## config.mk

```make
export PLATFORM = sky130hd
export DESIGN_NAME = spi_burst_seq
export DESIGN_NICKNAME = d
export VERILOG_FILES = /design/src/rtl/spi_seq_pkg.sv /design/src/rtl/spi_seq_start.sv /design/src/rtl/spi_seq_core.sv /design/src/rtl/spi_burst_seq.sv
export SDC_FILE = /design/constraint.sdc
export NUM_CORES = 1
export LEC_CHECK = 0
export CAP_MARGIN = 0
export CORE_ASPECT_RATIO = 1.2
export CORE_MARGIN = 2
export CORE_UTILIZATION = 55
export CTS_BUF_LIST = sky130_fd_sc_hd__clkbuf_4
export DETAILED_ROUTE_END_ITERATION = 10
export PLACE_DENSITY = 0.95
export RECOVER_POWER = 100
export SLEW_MARGIN = 20
export SYNTH_ARGS = -nofsm -noshare
export SYNTH_HDL_FRONTEND = slang
export SYNTH_SLANG_ARGS = --single-unit
```

## constraint.sdc

```tcl
create_clock -name clk -period 5.7 [get_ports clk]
set_input_delay 1.14 -clock clk [delete_from_list [all_inputs] [get_ports clk]]
set_output_delay 1.14 -clock clk [all_outputs]
set_load 0.02 [all_outputs]
```

## src/rtl/spi_seq_pkg.sv

```systemverilog
`timescale 1ns/1ps
package spi_seq_pkg;
  typedef enum logic [2:0] {
    S_IDLE,
    S_WORD,
    S_REQ,
    S_ADV,
    S_FIN
  } seq_state_e;
endpackage

```

## src/rtl/spi_seq_start.sv

```systemverilog
`timescale 1ns/1ps
module spi_seq_start #(
  parameter int NCH  = 4,
  parameter int CH_W = 2
) (
  input  logic            clk,
  input  logic            rst_n,
  input  logic [CH_W-1:0] cfg_chan,
  input  logic [NCH-1:0]  cfg_master,
  input  logic [NCH-1:0]  cfg_ssctl,
  input  logic            cfg_auto,
  input  logic            ctl_wr,
  input  logic            ctl_xch,
  input  logic            tx_wr,
  input  logic            tx_empty,
  input  logic            xch_cur,
  input  logic            busy,
  output logic            start,
  output logic            multi
);
  logic auto_q, auto_d;
  logic is_master, auto_rise, xch_rise;

  // Remember the last written start-on-write value to spot a new set.
  always_comb begin
    auto_d = auto_q;
    if (ctl_wr) auto_d = cfg_auto;
  end

  always_ff @(posedge clk or negedge rst_n) begin
    if (!rst_n) auto_q <= 1'b0;
    else        auto_q <= auto_d;
  end

  always_comb begin
    is_master = cfg_master[cfg_chan];
    auto_rise = ctl_wr & cfg_auto & ~auto_q;
    xch_rise  = ctl_wr & ctl_xch & ~xch_cur;
    multi     = is_master & ~cfg_auto & cfg_ssctl[cfg_chan];
    start     = ~busy & is_master &
                ((cfg_auto & tx_wr) | (auto_rise & ~tx_empty) |
                 (~cfg_auto & xch_rise));
  end
endmodule

```

## src/rtl/spi_seq_core.sv

```systemverilog
`timescale 1ns/1ps
module spi_seq_core
  import spi_seq_pkg::*;
#(
  parameter int DATA_W = 32,
  parameter int BLEN_W = 12
) (
  input  logic              clk,
  input  logic              rst_n,
  input  logic              start,
  input  logic              multi,
  input  logic              ctl_wr,
  input  logic              ctl_xch,
  input  logic [BLEN_W-1:0] cfg_blen,
  input  logic              tx_empty,
  input  logic [DATA_W-1:0] tx_data,
  output logic              tx_pop,
  input  logic              rx_full,
  output logic              rx_push,
  output logic [DATA_W-1:0] rx_data,
  output logic              sh_req,
  output logic [7:0]        sh_tx_byte,
  input  logic              sh_done,
  input  logic [7:0]        sh_rx_byte,
  input  logic              tc_clr,
  input  logic              ovf_clr,
  output logic              xch,
  output logic              tc_flag,
  output logic              ovf_flag,
  output logic              busy
);
  localparam int NBYTE = DATA_W / 8;
  localparam int BI_W  = $clog2(NBYTE + 1);
  localparam int CNT_W = BLEN_W + 2;

  seq_state_e        state_q, state_d;
  logic [CNT_W-1:0]  cnt_q, cnt_d, load_val, eff_cnt;
  logic [BI_W-1:0]   bidx_q, bidx_d, nbyte_q, nbyte_d, word_bytes;
  logic [DATA_W-1:0] txsh_q, txsh_d, rxw_q, rxw_d;
  logic              xch_q, xch_d, tc_q, tc_d, ovf_q, ovf_d;
  logic              cnt_nonpos, dp_en;

  always_comb begin
    load_val   = {2'b00, cfg_blen} + CNT_W'(1);
    cnt_nonpos = cnt_q[CNT_W-1] | (cnt_q == '0);
    eff_cnt    = cnt_nonpos ? load_val : cnt_q;
    word_bytes = (eff_cnt >= CNT_W'(DATA_W)) ? BI_W'(NBYTE)
                                             : BI_W'((eff_cnt + CNT_W'(7)) >> 3);
  end

  always_comb begin
    state_d = state_q;
    cnt_d   = cnt_q;
    bidx_d  = bidx_q;
    nbyte_d = nbyte_q;
    txsh_d  = txsh_q;
    rxw_d   = rxw_q;
    xch_d   = ctl_wr ? ctl_xch : xch_q;
    tc_d    = tc_q & ~tc_clr;
    ovf_d   = ovf_q & ~ovf_clr;
    tx_pop  = 1'b0;
    rx_push = 1'b0;
    sh_req  = 1'b0;
    dp_en   = 1'b0;
    unique case (state_q)
      S_IDLE: if (start) state_d = S_WORD;
      S_WORD: begin
        if (tx_empty) begin
          tc_d    = 1'b1;
          state_d = S_IDLE;
        end else begin
          if (cnt_nonpos) begin
            cnt_d = load_val;
            if (multi) xch_d = 1'b1;
          end
          tx_pop  = 1'b1;
          dp_en   = 1'b1;
          txsh_d  = tx_data;
          rxw_d   = '0;
          bidx_d  = '0;
          nbyte_d = word_bytes;
          state_d = S_REQ;
        end
      end
      S_REQ: begin
        sh_req = 1'b1;
        if (sh_done) begin
          dp_en = 1'b1;
          for (int b = 0; b < NBYTE; b++)
            if (bidx_q == BI_W'(b)) rxw_d[b*8 +: 8] = sh_rx_byte;
          txsh_d  = txsh_q >> 8;
          cnt_d   = cnt_q - CNT_W'(8);
          bidx_d  = bidx_q + BI_W'(1);
          state_d = S_ADV;
        end
      end
      S_ADV: state_d = (bidx_q == nbyte_q) ? S_FIN : S_REQ;
      S_FIN: begin
        if (rx_full) ovf_d = 1'b1;
        else         rx_push = 1'b1;
        state_d = S_WORD;
        if (cnt_nonpos) begin
          xch_d = 1'b0;
          if (!multi) begin
            tc_d    = 1'b1;
            state_d = S_IDLE;
          end
        end
      end
      default: state_d = S_IDLE;
    endcase
  end

  always_ff @(posedge clk or negedge rst_n) begin
    if (!rst_n) begin
      state_q <= S_IDLE;
      cnt_q   <= '0;
      bidx_q  <= '0;
      nbyte_q <= '0;
      xch_q   <= 1'b0;
      tc_q    <= 1'b0;
      ovf_q   <= 1'b0;
    end else begin
      state_q <= state_d;
      cnt_q   <= cnt_d;
      bidx_q  <= bidx_d;
      nbyte_q <= nbyte_d;
      xch_q   <= xch_d;
      tc_q    <= tc_d;
      ovf_q   <= ovf_d;
    end
  end

  always_ff @(posedge clk or negedge rst_n) begin
    if (!rst_n) begin
      txsh_q <= '0;
      rxw_q  <= '0;
    end else if (dp_en) begin
      txsh_q <= txsh_d;
      rxw_q  <= rxw_d;
    end
  end

  assign rx_data    = rxw_q;
  assign sh_tx_byte = txsh_q[7:0];
  assign xch        = xch_q;
  assign tc_flag    = tc_q;
  assign ovf_flag   = ovf_q;
  assign busy       = (state_q != S_IDLE);
endmodule

```

## src/rtl/spi_burst_seq.sv

```systemverilog
`timescale 1ns/1ps
module spi_burst_seq #(
  parameter int DATA_W = 32,
  parameter int BLEN_W = 12,
  parameter int NCH    = 4,
  localparam int CH_W  = (NCH > 1) ? $clog2(NCH) : 1
) (
  input  logic              clk,
  input  logic              rst_n,
  input  logic [BLEN_W-1:0] cfg_blen,
  input  logic [CH_W-1:0]   cfg_chan,
  input  logic [NCH-1:0]    cfg_master,
  input  logic [NCH-1:0]    cfg_ssctl,
  input  logic              cfg_auto,
  input  logic              ctl_wr,
  input  logic              ctl_xch,
  input  logic              tx_wr,
  input  logic              tx_empty,
  input  logic [DATA_W-1:0] tx_data,
  output logic              tx_pop,
  input  logic              rx_full,
  output logic              rx_push,
  output logic [DATA_W-1:0] rx_data,
  output logic              sh_req,
  output logic [7:0]        sh_tx_byte,
  input  logic              sh_done,
  input  logic [7:0]        sh_rx_byte,
  input  logic              tc_clr,
  input  logic              ovf_clr,
  output logic              xch,
  output logic              tc_flag,
  output logic              ovf_flag,
  output logic              busy
);
  logic [1:0] rst_sync_q;
  logic       rst_i_n, start, multi;

  // Assert asynchronously, release on the clock.
  always_ff @(posedge clk or negedge rst_n) begin
    if (!rst_n) rst_sync_q <= 2'b00;
    else        rst_sync_q <= {rst_sync_q[0], 1'b1};
  end
  assign rst_i_n = rst_sync_q[1];

  spi_seq_start #(.NCH(NCH), .CH_W(CH_W)) start_i (
    .clk(clk), .rst_n(rst_i_n), .cfg_chan(cfg_chan), .cfg_master(cfg_master),
    .cfg_ssctl(cfg_ssctl), .cfg_auto(cfg_auto), .ctl_wr(ctl_wr),
    .ctl_xch(ctl_xch), .tx_wr(tx_wr), .tx_empty(tx_empty), .xch_cur(xch),
    .busy(busy), .start(start), .multi(multi)
  );

  spi_seq_core #(.DATA_W(DATA_W), .BLEN_W(BLEN_W)) core_i (
    .clk(clk), .rst_n(rst_i_n), .start(start), .multi(multi),
    .ctl_wr(ctl_wr), .ctl_xch(ctl_xch), .cfg_blen(cfg_blen),
    .tx_empty(tx_empty), .tx_data(tx_data), .tx_pop(tx_pop),
    .rx_full(rx_full), .rx_push(rx_push), .rx_data(rx_data),
    .sh_req(sh_req), .sh_tx_byte(sh_tx_byte), .sh_done(sh_done),
    .sh_rx_byte(sh_rx_byte), .tc_clr(tc_clr), .ovf_clr(ovf_clr),
    .xch(xch), .tc_flag(tc_flag), .ovf_flag(ovf_flag), .busy(busy)
  );
endmodule

```

; Word level (Yosys, flattened, before mapping)
; Index checks and enable logic that the tools add are counted.
[op_classes]
n_bitwise = 23
n_reduce_logical = 13
n_eq_ne = 15
muxes = 48
n_addsub = 4
magnitude_cmp = 2
[op_table]
columns = cell, count
row1 = 2-to-1 mux 32 bit, 4
row2 = case mux 32 bit (2 select lines), 2
row3 = 2-to-1 mux 14 bit, 3
row4 = 2-to-1 mux 8 bit, 4
row5 = case mux 14 bit (2 select lines), 1
row6 = 2-to-1 mux 3 bit, 7
row7 = AND reduction 5 bit, 4
row8 = 2-to-1 mux 1 bit, 19
row9 = case mux 3 bit (5 select lines), 1
row10 = greater-or-equal comparator 14 x 6 -> 1 bit (second input constant), 1
row11 = logical NOT 14 bit, 1
row12 = subtractor 14 x 4 -> 14 bit (second input constant), 1
row13 = adder 12 x 1 -> 13 bit (second input constant), 1
row14 = bitwise AND 1 bit, 13
row15 = == test 3 x 2 -> 1 bit (second input constant), 4
row16 = != test 2 x 1 -> 1 bit (second input constant), 5
row17 = NOT 1 bit, 7
row18 = adder 6 x 3 -> 6 bit (second input constant), 1
row19 = == test 3 x 1 -> 1 bit (second input constant), 2
row20 = logical NOT 3 bit, 2
row21 = case mux 1 bit (2 select lines), 3
row22 = case mux 3 bit (2 select lines), 1
row23 = binary-select mux 1 bit (select 2 bit), 2
row24 = != test 2 bit (second input constant), 2
row25 = other kinds (11), 14
[word_totals]
out_inout_bits = 47
in_bits = 73
reg_bits = 93

; Longest topological paths before layout
; Gate-level depths: netlist of the first run.
[depth]
ltp_word = 8
ltp_mapped = 9
mapped_depth_nobuf = 8

; Cells and area by module
; From an unflattened synthesis of the first run, not the netlist that was laid out.
[hier_totals]
hier_cells = 506
area_unflattened_um2 = 4630.7
[modules_own_cells]
columns = mod, instances, area_each_um2, cells_each
row1 = spi_seq_core, 1, 4430.5, 489
row2 = spi_seq_start, 1, 146.4, 14
row3 = spi_burst_seq, 1, 53.8, 3

; Worst setup path after synthesis of the first run
; No wires, ideal clock.
[synth_path]
kind = input to output
startpoint = in tx_empty
endpoint = out tx_pop
n_path_buf = 3
stages = 5
required_ps = 4560
arrival_ps = 2150
setup_slack_ps = 2410
cell_sequence = or4b_1 > buf_4 > inv_2 > buf_6 > buf_4
[synth_via]
elab_chain_cells = 2
[synth_lines]
columns = item, line
row1 = "start, declared", spi_burst_seq.sv:18  ; input logic tx_empty,
row2 = 2-to-1 mux 1 bit, spi_seq_core.sv:68  ; if (tx_empty) begin
row3 = 2-to-1 mux 1 bit, spi_seq_core.sv:65  ; unique case (state_q)
row4 = "end, declared", spi_burst_seq.sv:20  ; output logic tx_pop,
; Every way passes these cells.

; Worst setup path after layout of the first run
; Same ends and word-level chain as after synthesis.

==> metrics.log, run 1 <==
INFO  metric run_status = complete, but fails checks
INFO  metric violations = capacitance limit, slew limit
INFO  metric fin_area = 0.005899 mm²
INFO  metric yosysMostFrequentCell = sky130_fd_sc_hd__dfrtp_1
INFO  metric ys_async_sr_fraction = 1.000
INFO  metric cts-hold-fix-buffers = 0
INFO  metric critPathMaxFanout = 7
INFO  metric cts_max_level = 3
INFO  metric synth_top_area_frac = 0.5007
INFO  metric max_cap_viol_count = 2
INFO  metric post_drt_via_cell_ratio = 5.706
INFO  metric synth_common_cells = sky130_fd_sc_hd__dfrtp_1 (93), sky130_fd_sc_hd__nand2_1 (67), sky130_fd_sc_hd__nor2_1 (48)
INFO  metric drt_first_pass_iters = 5
INFO  metric netlist_area = 0.004648 mm²
INFO  metric placement.io_buffers = 119
INFO  metric synthTopCellsByArea = sky130_fd_sc_hd__dfrtp_1 (50%), sky130_fd_sc_hd__nand2_1 (5.4%), sky130_fd_sc_hd__mux2i_1 (5.4%), sky130_fd_sc_hd__nor2_1 (3.9%), sky130_fd_sc_hd__a21oi_1 (3.4%)
INFO  metric clockRootBuffer = sky130_fd_sc_hd__clkbuf_4
INFO  metric worstPathRequired = 4.56 ns
INFO  metric finalClockSkew = 0.02541 ns
INFO  metric pwr_density_cell = 446.5 mW/mm²
INFO  metric synth_edf_count = 0
INFO  metric antenna_violations_before_repair = 1
INFO  metric timing_worst_slew_pin_value = 3.013 ns
INFO  metric tritoncts_clock_tree = yes
INFO  metric dpl_cell_area = 0.005824 mm²
INFO  metric post_route_drc_violation_count = 0
INFO  metric unrepaired_setup_endpoints_after_global_routing = false
INFO  metric leakage = 0.002537 µW
INFO  metric finalSetupViolations = 0
INFO  metric syn_avg_cell_area = 9.869 µm²
INFO  metric post_synth_top_flop = sky130_fd_sc_hd__dfrtp_1
INFO  metric maxSlewViolCount = 114
INFO  metric grt_pass1_wl = 18.50 mm
INFO  metric synth_top_cell_by_area = sky130_fd_sc_hd__dfrtp_1
INFO  metric cts_bufs_inserted = 9
INFO  metric hold_path.startpoint = rst_sync_q[0]
INFO  metric holdCritPathClass = reg -> reg
INFO  metric netlist-cell-type-count = 64
INFO  metric dp.final_hpwl = 8.287 mm
INFO  metric net_count_reported_at_finish = 654
INFO  metric multi_input_area = 0.002059 mm²
INFO  metric drt-total-wl = 11.28 mm
INFO  metric number_of_global_route_vias_before_repair = 3996
INFO  metric num-fill-cells = 560
INFO  metric seqCellArea = 0.002327 mm²
INFO  metric synth_sequential_area_ratio = 0.5007
INFO  metric gp_congestion = 0.8744
INFO  metric initial_utilization = 0.5701
INFO  metric finalCriticalPeriod = 4.381 ns
INFO  metric cts.sinks = 93
INFO  metric ir_worst_vdd = 246.6 µV
INFO  metric top_level_ports = 120
INFO  metric synth.ff_latch_count = 93
INFO  metric critPathCaptureType = output pin
INFO  metric netlist_instances = 471
INFO  metric postSynthNetCount = 551
INFO  metric overflow = 0
INFO  metric fin_crit_sh = 0.7686
INFO  metric yosys_warnings = 0
INFO  metric die_w = 87.92 µm
INFO  metric timing.fmax = 228.3 MHz
INFO  metric tns = 0 ns
INFO  metric coreArea = 0.008153 mm²
INFO  metric drt-wirelength-per-cell = 16.26 µm
INFO  metric worstSetupPathType = in -> out
INFO  metric die-area = 0.009206 mm²
INFO  metric number_of_design_rule_violations_left_by_the_first_detailed_router_iteration = 328
INFO  metric post-cts-setup-buffer-count = 0
INFO  metric area_growth_syn_to_layout = 26.92%
INFO  metric crit_path_start_kind = input pin
INFO  metric max_slew_margin = -1.008
INFO  metric grt_max_degree = 92
INFO  metric placementRows = 36
INFO  metric regToRegStartpoint = rst_sync_q[1]
INFO  metric worst_skew_pair.late_latency = 0.44 ns
INFO  metric post_cts_resized = 0
INFO  metric vias = 3960
INFO  metric hold_viol = 0
INFO  metric gr-usage-all-layers = 0.2549
INFO  metric cts_buffer_depth = 2
INFO  metric die_h = 104.7 µm
INFO  metric postRouteAntennaNets = 0
INFO  metric critical_path_arrival = 3.24 ns
INFO  metric clkTransAtPathRegs = 0.14 ns
INFO  metric startpoint = tx_empty
INFO  metric final_layout_size_suffix_gt1_frac = 0.05354
-- flip-flops by register name, summed over array words and instances (netlist names) --
name             flops
core_i.txsh_q       32
core_i.tc_flag       1
core_i.bidx_q        3
core_i.xch           1
core_i.rx_data      32
core_i.ovf_flag      1
start_i.auto_q       1
core_i.state_q       3
core_i.cnt_q        14
rst_sync_q           2
core_i.nbyte_q       3
-- metal layers --
metal / vias up / wire (µm) / GRT usage
met2: 169 / 6061 / 0.4383
met4: 0 / 270 / 0.1000
met5: - / 0 / 0
met1: 1906 / 4325 / 0.3128
met3: 30 / 623 / 0.04502
li1: 1855 / - / -
-- cell usage in the layout, fill, tap and decap left out, drive strengths merged, types with 3 or more instances in the layout --
master	netlist	final
o21ai	44	44
inv	10	13
mux2i	25	25
nor3	11	11
a22o	8	8
clkdlybuf4s50	0	67
o22ai	3	3
nand3	6	6
nand4	5	5
a211oi	3	3
a221oi	4	4
dlygate4sd3	0	52
or3	3	3
nor2	50	50
xnor2	12	12
ha	7	7
clkbuf	3	11
dfrtp	93	93
nand2	69	69
nor4	6	6
nor3b	3	3
a31oi	3	3
xor2	7	7
a21oi	36	36
-- critical path, cell delays in order --
cell and delay [ns]:
sky130_fd_sc_hd__dlygate4sd3_1 0.59, sky130_fd_sc_hd__or4b_1 0.65, sky130_fd_sc_hd__inv_1 0.17, sky130_fd_sc_hd__dlygate4sd3_1 0.69
-- path summary, 6_finish.rpt --
path / cells past startpoint / slack [ns] / end
setup / recovery: 4 / 1.32 / tx_pop
hold / removal: 0 / 0.37 / rst_sync_q[1]
setup reg to reg: 1 / 1.67 / core_i.state_q[2]
hold reg to reg: 0 / 0.37 / rst_sync_q[1]
max in group asynchronous: 1 / 1.67 / core_i.state_q[2]
min in group asynchronous: 0 / 0.56 / core_i.txsh_q[19]
-- metrics by stage --
| stage | instances | util | total power (µW) | hold WS [ns] | setup slack [ns] |
|---|---|---|---|---|---|
| final | 694 | 0.7236 | 2634 | 0.3728 | 1.319 |
| after CTS | 692 | 0.7296 | 2717 | 0.3753 | 1.448 |
| after global placement | 676 | 0.7144 | 2309 | 0.3396 | 1.440 |
| after global routing | 694 | 0.7236 | 2827 | 0.3864 | 0.8049 |
| after detailed placement | 676 | 0.7144 | 2391 | 0.3412 | 1.457 |
| after floorplan | 471 | - | 1938 | 0.3312 | 2.410 |
-- where the power goes --
part           leakage, µW  internal, µW  switching, µW
sequential         0.00115           903            191
clock            0.0000662          95.6            231
combinational      0.00132           504            709
-- cell families after synthesis --
kind of cell             share of synthesized area
other                                    0.0008068
flip-flops                                  0.5007
AND/OR/NAND/NOR                             0.1723
buffers and inverters                      0.04764
XOR/XNOR                                   0.03580
multiplexers                               0.06595
AO/OA/AOI/OAI                               0.1580
adder cells (fa/ha/maj)                    0.01884
-- final cells by class --
cell class,instances,area share
sequential,93,0.3945
multi-input combinational,338,0.3491
timing repair buffer,122,0.2045
tap,114,0.02418
clock buffer,9,0.01145
clock inverter,7,0.009544
inverter,10,0.006363
antenna,1,0.0004242
Note: power is estimated with default switching activity, not from simulation.
==> run 2: changes to the inputs <==
--- a/config.mk
+++ b/config.mk
@@ -8,10 +8,10 @@
 export CAP_MARGIN = 0
 export CORE_ASPECT_RATIO = 1.2
 export CORE_MARGIN = 2
-export CORE_UTILIZATION = 55
+export CORE_UTILIZATION = 51
 export CTS_BUF_LIST = sky130_fd_sc_hd__clkbuf_4
 export DETAILED_ROUTE_END_ITERATION = 10
-export PLACE_DENSITY = 0.95
+export PLACE_DENSITY = 0.92
 export RECOVER_POWER = 100
 export SLEW_MARGIN = 20
 export SYNTH_ARGS = -nofsm -noshare
==> constraint.sdc (replaced) <==
create_clock -name clk -period 4.13 [get_ports clk]
set_input_delay 0.826 -clock clk [delete_from_list [all_inputs] [get_ports clk]]
set_output_delay 0.826 -clock clk [all_outputs]
set_load 0.02 [all_outputs]
==> metrics.log, run 2 (synthesis gave the netlist of run 1 again) <==
INFO  metric worstPathRequired = 3.30 ns
INFO  metric gr-usage-all-layers = 0.2434
INFO  metric leakage = 0.002558 µW
INFO  metric maxSlewViolCount = 44
INFO  metric holdCritPathClass = reg -> reg
INFO  metric hold_ws = 0.3702 ns
INFO  metric placementRows = 38
INFO  metric crit_buf_inv = 3
INFO  metric routedLengthMet1 = 4.375 mm
INFO  metric commonest_non_fill_non_tap_cell_in_the_layout = sky130_fd_sc_hd__dfrtp_1
INFO  metric critPathMaxFanout = 3
INFO  metric finalSetupViolations = 0
INFO  metric grt_max_degree = 92
INFO  metric clockRootBuffer = sky130_fd_sc_hd__clkbuf_4
INFO  metric wl_met3 = 591 µm
INFO  metric num-fill-cells = 703
INFO  metric postRouteAntennaNets = 0
INFO  metric pwr_density_cell = 633.0 mW/mm²
INFO  metric drt-wirelength-per-cell = 16.67 µm
INFO  metric max_slew_margin = -0.1318
INFO  metric drt_first_pass_iters = 5
INFO  metric max_cap_viol_count = 1
INFO  metric dp.final_hpwl = 8.462 mm
INFO  metric finalClockSkew = 0.01782 ns
INFO  metric drt-total-wl = 11.67 mm
INFO  metric cts_bufs_inserted = 9
INFO  metric placement.io_buffers = 119
INFO  metric hold_viol = 0
INFO  metric crit_slowest_cell = sky130_fd_sc_hd__dlygate4sd3_1
INFO  metric die_h = 108.6 µm
INFO  metric post_route_drc_violation_count = 0
INFO  metric timing_worst_slew_pin_value = 1.698 ns
INFO  metric cp_slowest_stage_delay = 0.68 ns
INFO  metric path_cells = dlygate4sd3_1 -> or4b_1 -> inv_1 -> dlygate4sd3_1
INFO  metric met2_wirelength = 6.449 mm
INFO  metric die_w = 91.15 µm
INFO  metric tritoncts_clock_tree = yes
INFO  metric cts_buffer_depth = 2
INFO  metric post_drt_via_cell_ratio = 5.643
INFO  metric number_of_global_route_vias_before_repair = 3982
INFO  metric coreArea = 0.008939 mm²
INFO  metric net_count_reported_at_finish = 655
INFO  metric area_growth_syn_to_layout = 27.83%
INFO  metric die-area = 0.009897 mm²
INFO  metric critPathCaptureType = output pin
INFO  metric gp_congestion = 0.9170
INFO  metric final_layout_size_suffix_gt1_frac = 0.05009
INFO  metric crit_path_start_kind = input pin
INFO  metric critical-path-top-cell-by-count = sky130_fd_sc_hd__dlygate4sd3_1
INFO  metric top_level_ports = 120
INFO  metric tns = 0 ns
INFO  metric vias = 3950
INFO  metric critical_path_arrival = 2.79 ns
INFO  metric unrepaired_setup_endpoints_after_global_routing = false
INFO  metric post-cts-setup-buffer-count = 0
INFO  metric fin_crit_sh = 0.8762
INFO  metric cts.sinks = 93
INFO  metric design_power_total = 3761 µW
INFO  metric layout_common_cells = sky130_fd_sc_hd__dfrtp_1 (93), sky130_fd_sc_hd__nand2_1 (68), sky130_fd_sc_hd__clkdlybuf4s50_1 (66), sky130_fd_sc_hd__dlygate4sd3_1 (53), sky130_fd_sc_hd__nor2_1 (48)
INFO  metric path_delay_family = buffers and inverters
INFO  metric maxUsedRoutingLayer = met4
INFO  metric timing.fmax = 276.3 MHz
INFO  metric violations = capacitance limit, slew limit
INFO  metric ir_worst_vdd = 347.8 µV
INFO  metric cts_max_level = 3
INFO  metric initial_utilization = 0.5200
INFO  metric clkTransAtPathRegs = 0.14 ns
INFO  metric antenna_violations_before_repair = 1
INFO  metric grt_pass1_wl = 18.83 mm
INFO  metric finalCriticalPeriod = 3.619 ns
INFO  metric worst_skew_pair.late_latency = 0.46 ns
INFO  metric post_cts_resized = 0
INFO  metric number_of_design_rule_violations_left_by_the_first_detailed_router_iteration = 204
INFO  metric worstSetupPathType = in -> out
INFO  metric overflow = 0
INFO  metric cts-hold-fix-buffers = 0
INFO  metric run_status = complete, but fails checks
## run 2: worst paths after layout
check / from / to / slack (ns) / depth (start not counted)
worst min-delay path: rst_sync_q[0] / rst_sync_q[1] / 0.37 / 0
worst min register to register: rst_sync_q[0] / rst_sync_q[1] / 0.37 / 0
min in group asynchronous: rst_n / rst_sync_q[0] / 0.58 / 1
worst max-delay path: tx_empty / tx_pop / 0.51 / 4
worst max register to register: core_i.state_q[0] / core_i.rx_data[8] / 1.19 / 6
max in group asynchronous: rst_sync_q[1] / core_i.cnt_q[8] / 1.48 / 1
## run 2: report_power, final
| group | internal, µW | switching, µW | total [µW] |
|---|---|---|---|
| sequential | 1250 | 272 | 1520 |
| clock | 252 | 310 | 562 |
| combinational | 694 | 988 | 1680 |
## run 2: final cells by class
| cell class | instances | area, µm² | share of cell area |
|---|---|---|---|
| flip-flops and latches | 93 | 2327 | 0.3917 |
| clock inverters | 5 | 85.08 | 0.01432 |
| well taps | 120 | 150.1 | 0.02527 |
| inverters | 10 | 37.54 | 0.006317 |
| diodes | 1 | 2.502 | 0.0004211 |
| multi-input cells | 338 | 2053 | 0.3455 |
| repair buffers | 123 | 1211 | 0.2038 |
| clock buffers | 10 | 75.07 | 0.01263 |
## run 2: metal layers
layer / global-route usage / vias to the layer above
met5: 0 / -
met4: 0.1104 / 0
met3: 0.04599 / 26
met2: 0.4561 / 155
met1: 0.2668 / 1900
li1: - / 1869
## run 2: stage by stage
stage               setup slack (ns)  area [µm²]  std cells  utilization
detailed placement            0.7427        5839        683       0.6533
global route                  0.4839        5942        700       0.6648
finish                        0.5112        5942        700       0.6648
global placement              0.7334        5839        683       0.6533
CTS                           0.7301        6000        698       0.6712
floorplan                      1.348        4648        471            -
